### src/rtl/rwmap_pkg.sv
package rwmap_pkg;

  typedef struct packed {
    logic latch;     // load hold register, arm pending write
    logic applyCfg;  // take hold register as configuration
    logic commit;    // store hold register at current address
  } ctlStrobes_t;

  localparam int BANK_W      = 2;
  localparam logic [BANK_W-1:0] ROM_BANK = 2'd3;
  localparam int CFG_PWR_BIT = 0;
  localparam int CFG_WE_BIT  = 1;
  localparam int CFG_MAP_LSB = 2;
  localparam int CFG_MAP_W   = 3;

  // Returns {lowerBank, upperBank} for a mapping selector
  function automatic logic [2*BANK_W-1:0] slotPair(input logic [CFG_MAP_W-1:0] sel);
    logic [2*BANK_W-1:0] pair;
    case (sel)
      3'd0: pair = {2'd2, 2'd3};
      3'd1: pair = {2'd0, 2'd3};
      3'd2: pair = {2'd2, 2'd0};
      3'd3: pair = {2'd0, 2'd2};
      3'd4: pair = {2'd2, 2'd3};
      3'd5: pair = {2'd1, 2'd3};
      3'd6: pair = {2'd2, 2'd1};
      default: pair = {2'd1, 2'd2};
    endcase
    return pair;
  endfunction

endpackage

### src/rtl/rwmap_ctrl.sv
module rwmap_ctrl
  import rwmap_pkg::*;
#(
  parameter int ADDR_W      = 13,
  parameter int PAGE_W      = 8,
  parameter int COMMIT_DIST = 5,
  parameter logic [ADDR_W-1:0] CTL_ADDR = 13'h1FF8
) (
  input  logic              clk,
  input  logic              rstN,
  input  logic              busEn,
  input  logic [ADDR_W-1:0] busAddr,
  input  logic              wrEnCfg,
  output ctlStrobes_t       strb
);

  localparam int SLOT_BIT = ADDR_W - 2;
  localparam int SAT      = COMMIT_DIST + 1;
  localparam int CNT_W    = $clog2(SAT + 1);

  logic [ADDR_W-1:0] prevAddr;
  logic              prevValid;
  logic [CNT_W-1:0]  distCnt;
  logic              pending;

  logic             isDistinct;
  logic [CNT_W-1:0] cntNext;
  logic             pendLive;
  logic             inTrigPage;
  logic             atCtl;

  always_comb begin
    isDistinct = !prevValid || (busAddr != prevAddr);
    if (isDistinct && (distCnt != CNT_W'(SAT)))
      cntNext = distCnt + CNT_W'(1);
    else
      cntNext = distCnt;
    // a write left pending beyond the commit distance is dropped
    pendLive   = pending && (cntNext <= CNT_W'(COMMIT_DIST));
    inTrigPage = (busAddr[SLOT_BIT:PAGE_W] == '0);
    atCtl      = (busAddr == CTL_ADDR);

    strb.latch    = busEn && inTrigPage && (!wrEnCfg || !pendLive);
    strb.applyCfg = busEn && !strb.latch && atCtl;
    strb.commit   = busEn && !strb.latch && !atCtl && wrEnCfg && pendLive
                    && (cntNext == CNT_W'(COMMIT_DIST));
  end

  always_ff @(posedge clk) begin
    if (!rstN) begin
      prevAddr  <= '0;
      prevValid <= 1'b0;
      distCnt   <= '0;
      pending   <= 1'b0;
    end else if (busEn) begin
      prevAddr  <= busAddr;
      prevValid <= 1'b1;
      if (strb.latch) begin
        distCnt <= '0;
        pending <= 1'b1;
      end else begin
        distCnt <= cntNext;
        pending <= pendLive && !strb.applyCfg && !strb.commit;
      end
    end
  end

endmodule

### src/rtl/rwmap_dp.sv
module rwmap_dp
  import rwmap_pkg::*;
#(
  parameter int OFF_W  = 11,
  parameter int DATA_W = 8
) (
  input  logic                     clk,
  input  logic                     rstN,
  input  logic [OFF_W:0]           slotAddr,
  input  ctlStrobes_t              strb,
  input  logic [DATA_W-1:0]        memRdData,
  output logic [BANK_W+OFF_W-1:0]  memAddr,
  output logic                     memWrEn,
  output logic [DATA_W-1:0]        memWrData,
  output logic [DATA_W-1:0]        rdData,
  output logic                     cfgWriteEn,
  output logic                     romPower
);

  logic [DATA_W-1:0] holdReg;
  logic [BANK_W-1:0] lowerBank;
  logic [BANK_W-1:0] upperBank;
  logic [BANK_W-1:0] slotBank;
  logic              upperSel;
  logic [2*BANK_W-1:0] newPair;

  assign newPair = slotPair(holdReg[CFG_MAP_LSB +: CFG_MAP_W]);

  always_ff @(posedge clk) begin
    if (!rstN) begin
      holdReg    <= '0;
      {lowerBank, upperBank} <= slotPair('0);
      cfgWriteEn <= 1'b0;
      romPower   <= 1'b0;
    end else begin
      if (strb.latch)
        holdReg <= slotAddr[DATA_W-1:0];
      if (strb.applyCfg) begin
        {lowerBank, upperBank} <= newPair;
        cfgWriteEn <= holdReg[CFG_WE_BIT];
        romPower   <= holdReg[CFG_PWR_BIT];
      end
    end
  end

  always_comb begin
    upperSel  = slotAddr[OFF_W];
    slotBank  = upperSel ? upperBank : lowerBank;
    memAddr   = {slotBank, slotAddr[OFF_W-1:0]};
    memWrEn   = strb.commit && !(upperSel && (upperBank == ROM_BANK));
    memWrData = holdReg;
    rdData    = memRdData;
  end

endmodule

### src/rtl/ramwr_bank_mapper.sv
module ramwr_bank_mapper
  import rwmap_pkg::*;
#(
  parameter int ADDR_W      = 13,
  parameter int DATA_W      = 8,
  parameter int COMMIT_DIST = 5,
  parameter logic [ADDR_W-1:0] CTL_ADDR = 13'h1FF8
) (
  input  logic              clk,
  input  logic              rstN,
  input  logic              busEn,
  input  logic [ADDR_W-1:0] busAddr,
  output logic [DATA_W-1:0] rdData,
  output logic              cfgWriteEn,
  output logic              romPower,
  output logic [ADDR_W-1:0] memAddr,
  output logic              memWrEn,
  output logic [DATA_W-1:0] memWrData,
  input  logic [DATA_W-1:0] memRdData
);

  localparam int OFF_W = ADDR_W - 2;

  ctlStrobes_t strb;

  rwmap_ctrl #(
    .ADDR_W(ADDR_W), .PAGE_W(DATA_W),
    .COMMIT_DIST(COMMIT_DIST), .CTL_ADDR(CTL_ADDR)
  ) u_ctrl (
    .clk(clk), .rstN(rstN), .busEn(busEn), .busAddr(busAddr),
    .wrEnCfg(cfgWriteEn), .strb(strb)
  );

  rwmap_dp #(.OFF_W(OFF_W), .DATA_W(DATA_W)) u_dp (
    .clk(clk), .rstN(rstN), .slotAddr(busAddr[OFF_W:0]), .strb(strb),
    .memRdData(memRdData), .memAddr(memAddr), .memWrEn(memWrEn),
    .memWrData(memWrData), .rdData(rdData),
    .cfgWriteEn(cfgWriteEn), .romPower(romPower)
  );

endmodule

### config.mk
export PLATFORM = sky130hd
export DESIGN_NAME = ramwr_bank_mapper
export DESIGN_NICKNAME = d
export VERILOG_FILES = /design/src/rtl/rwmap_pkg.sv /design/src/rtl/rwmap_ctrl.sv /design/src/rtl/rwmap_dp.sv /design/src/rtl/ramwr_bank_mapper.sv
export SDC_FILE = /design/constraint.sdc
export NUM_CORES = 1
export LEC_CHECK = 0
export CAP_MARGIN = 20
export CORE_ASPECT_RATIO = 0.8
export CORE_MARGIN = 5
export CORE_UTILIZATION = 44
export CTS_BUF_LIST = sky130_fd_sc_hd__clkbuf_16
export DETAILED_ROUTE_END_ITERATION = 16
export DONT_BUFFER_PORTS = 1
export SKIP_LAST_GASP = 1
export SLEW_MARGIN = 20
export SYNTH_ARGS = -nofsm -noshare
export SYNTH_HDL_FRONTEND = slang
export SYNTH_HIERARCHICAL = 1
export SYNTH_SLANG_ARGS = --single-unit
### constraint.sdc
create_clock -name clk -period 6.51 [get_ports clk]
set_input_delay 1.302 -clock clk [delete_from_list [all_inputs] [get_ports clk]]
set_output_delay 1.302 -clock clk [all_outputs]
set_load 0.005 [all_outputs]
==> results_dict.tcl <==
set metrics [dict create \
    status "finished clean" \
    synth-seq-area-share 0.366 \
    hold_viol 0 \
    grt_use_total 0.146 \
    fin_tns_setup_ns 0 \
    worst_slew_pin_slew_ns 0.898 \
    path_class "in2out" \
    ir_drop_v 0.000145 \
    maxSlewViolCount 0 \
    synthCells 186 \
    synth_edf_count 0 \
    gr-total-overflow 0 \
    fin_crit_sh 0.706 \
    cp-end-kind "output pin" \
    mostFrequentLayoutCells "32 x dfxtp_1, 23 x mux2i_1, 23 x nor2b_1" \
    cts_hold_buf 0 \
    root_buffer "clkbuf_16" \
    finClkSkew_ns 0.00270 \
    numCtsBuffers 5 \
    clockBufferDepth 2 \
    fmax_mhz 218 \
    crit_chain "xnor2_1 -> nand4_1 -> or4_1 -> a211o_1 -> a2111oi_2 -> inv_1 -> a31oi_1" \
    dp_hpwl_mm 2.58 \
    ys_ff_latch 32 \
    clkLatencyLatePin_ns 0.28 \
    nets 193 \
    post_cts_buffers 0 \
    vias 1177 \
    drc 0 \
    diodes 0 \
    antenna_found_initial 0 \
    slowest_stage "or4_1" \
    die_y_microns 66.4 \
    gp_congestion 0.785 \
    cp-start-kind "input port" \
    power_density_nw_per_um2 280 \
    worst_slack_ns 1.92 \
    vias_per_cell 5.28 \
    place_area_sq_um 1630 \
    power.total_uw 501 \
    p_leak_nw 0.608 \
    clkTransAtPathRegs_ns 0.05 \
    postRouteAntennaNets 0 \
    core-area_sq_um 3830 \
    ys_warn_count 6 \
    die_area_sq_um 5340 \
    worstPathArrival_ns 3.29 \
    syn_to_final_growth_pct 2.58 \
    h-tree-depth 2 \
    num_io_pins 56 \
    final-setup-viol-count 0 \
    layout_commonest_cell "dfxtp_1" \
    crit_required_ns 5.21 \
    cts_tree "built" \
    ys.flop_type "dfxtp_1" \
    wl_mm 3.65 \
    postSynthAreaPerCell_sq_um 9.40 \
    grt_pass1_vias 1168 \
    syn_nets 212 \
    rsz0062_at_grt "no" \
    cp_max_fo 8 \
    drv_cap 0 \
    die_x_microns 80.5 \
    grt_max_degree 32 \
    portBuffers 0 \
    async_flop_share 0 \
    period_needed_ns 4.59 \
    critPathMaxStageDelay_ns 0.68 \
    start_util 0.457 \
    grt_pass1_wl_mm 5.98 \
    post_drt_wl_per_cell_microns 16.4 \
    drt_iter0_drc 88 \
    drive_gt1_frac 0.0833 \
    postCtsResizedCells 0 \
    dp_slack_ns 1.91 \
    firstDrtPassIters 4 \
    syn_area_sq_um 1750 \
    stdcell_area_sq_um 1790 \
    cts.sinks 32 \
    ys_types 37 \
    num_rows 20 \
    slew_headroom 0.399 \
    min_path_type "reg2reg" \
]
## layout make-up
| class | count | area (sq um) |
|---|---|---|
| Tap cell | 55 | 68.8 |
| Sequential cell | 32 | 641 |
| Multi-Input combinational cell | 124 | 905 |
| Clock inverter | 3 | 38.8 |
| Clock buffer | 5 | 125 |
| Fill cell | 370 | 2040 |
| Inverter | 4 | 15.0 |
## cells in the mapped netlist (2+ instances only)
master,count,area (sq um)
nand2b_1,2,12.5
xnor2_1,14,123
mux2i_1,23,230
nand4_1,7,43.8
dfxtp_1,32,641
o21ai_0,4,20.0
o2bb2ai_1,2,17.5
buf_4,19,143
a21oi_1,3,15.0
nand3_1,6,30.0
inv_1,4,15.0
nor2b_1,23,144
nor3b_1,2,15.0
a31oi_1,3,18.8
mux2_2,3,33.8
buf_2,2,10.0
ha_1,2,25.0
nor3_1,2,10.0
nor2_1,5,18.8
buf_6,2,22.5
nor4_1,2,12.5
nand2_1,9,33.8
## logic make-up after synthesis
group / synth area share
and+or+nand+nor: 0.212
DFF: 0.366
buffers and inverters: 0.116
muxes: 0.151
AOI/OAI and AO/OA: 0.0702
xor gates and xnor gates: 0.0702
adders and majority gates: 0.0143
## sequential cells by signal, indices dropped and copies added, names as in the netlist
| name | cells |
|---|---|
| u_ctrl/prevAddr | 13 |
| u_dp/memWrData | 8 |
| u_ctrl/distCnt | 3 |
| u_dp/lowerBank | 2 |
| u_dp/upperBank | 2 |
| u_ctrl/pending | 1 |
| u_ctrl/prevValid | 1 |
| u_dp/cfgWriteEn | 1 |
| u_dp/romPower | 1 |
## stage by stage
stage / instances / hold slack, ns / util
global placement: 215 / 0.438 / 0.425
finish: 223 / 0.452 / 0.468
global route: 223 / 0.476 / 0.468
floorplan: 186 / 0.428 / -
CTS: 223 / 0.452 / 0.468
detailed placement: 215 / 0.440 / 0.425
## metal layers
layer	vias to the layer above	track usage	part of all wire
li1	585	-	-
met1	552	0.167	0.43
met2	30	0.244	0.48
met3	10	0.0586	0.070
met4	0	0.0591	0.018
met5	-	0	0
## worst paths after layout
check	startpoint	end	slack, ns	depth (start not counted)
setup / recovery	busAddr[6]	memWrEn	1.92	7
hold / removal	u_ctrl/prevValid	u_ctrl/prevValid	0.45	1
setup reg to reg	u_ctrl/prevAddr[7]	u_dp/memWrData[7]	4.03	7
hold reg to reg	u_ctrl/prevValid	u_ctrl/prevValid	0.45	1
## power breakdown
part	switching, mW	internal, mW
Combinational	0.0132	0.0200
Clock	0.0807	0.178
Sequential	0.00595	0.204
## critical path: cells and delay by family
kind | cells | cell delay [ns]
XOR/XNOR | 1 | 0.15
AO/OA/AOI/OAI | 3 | 0.95
AND/OR/NAND/NOR | 2 | 0.81
buffers and inverters | 1 | 0.09
Power figures use the tool's default switching activity.
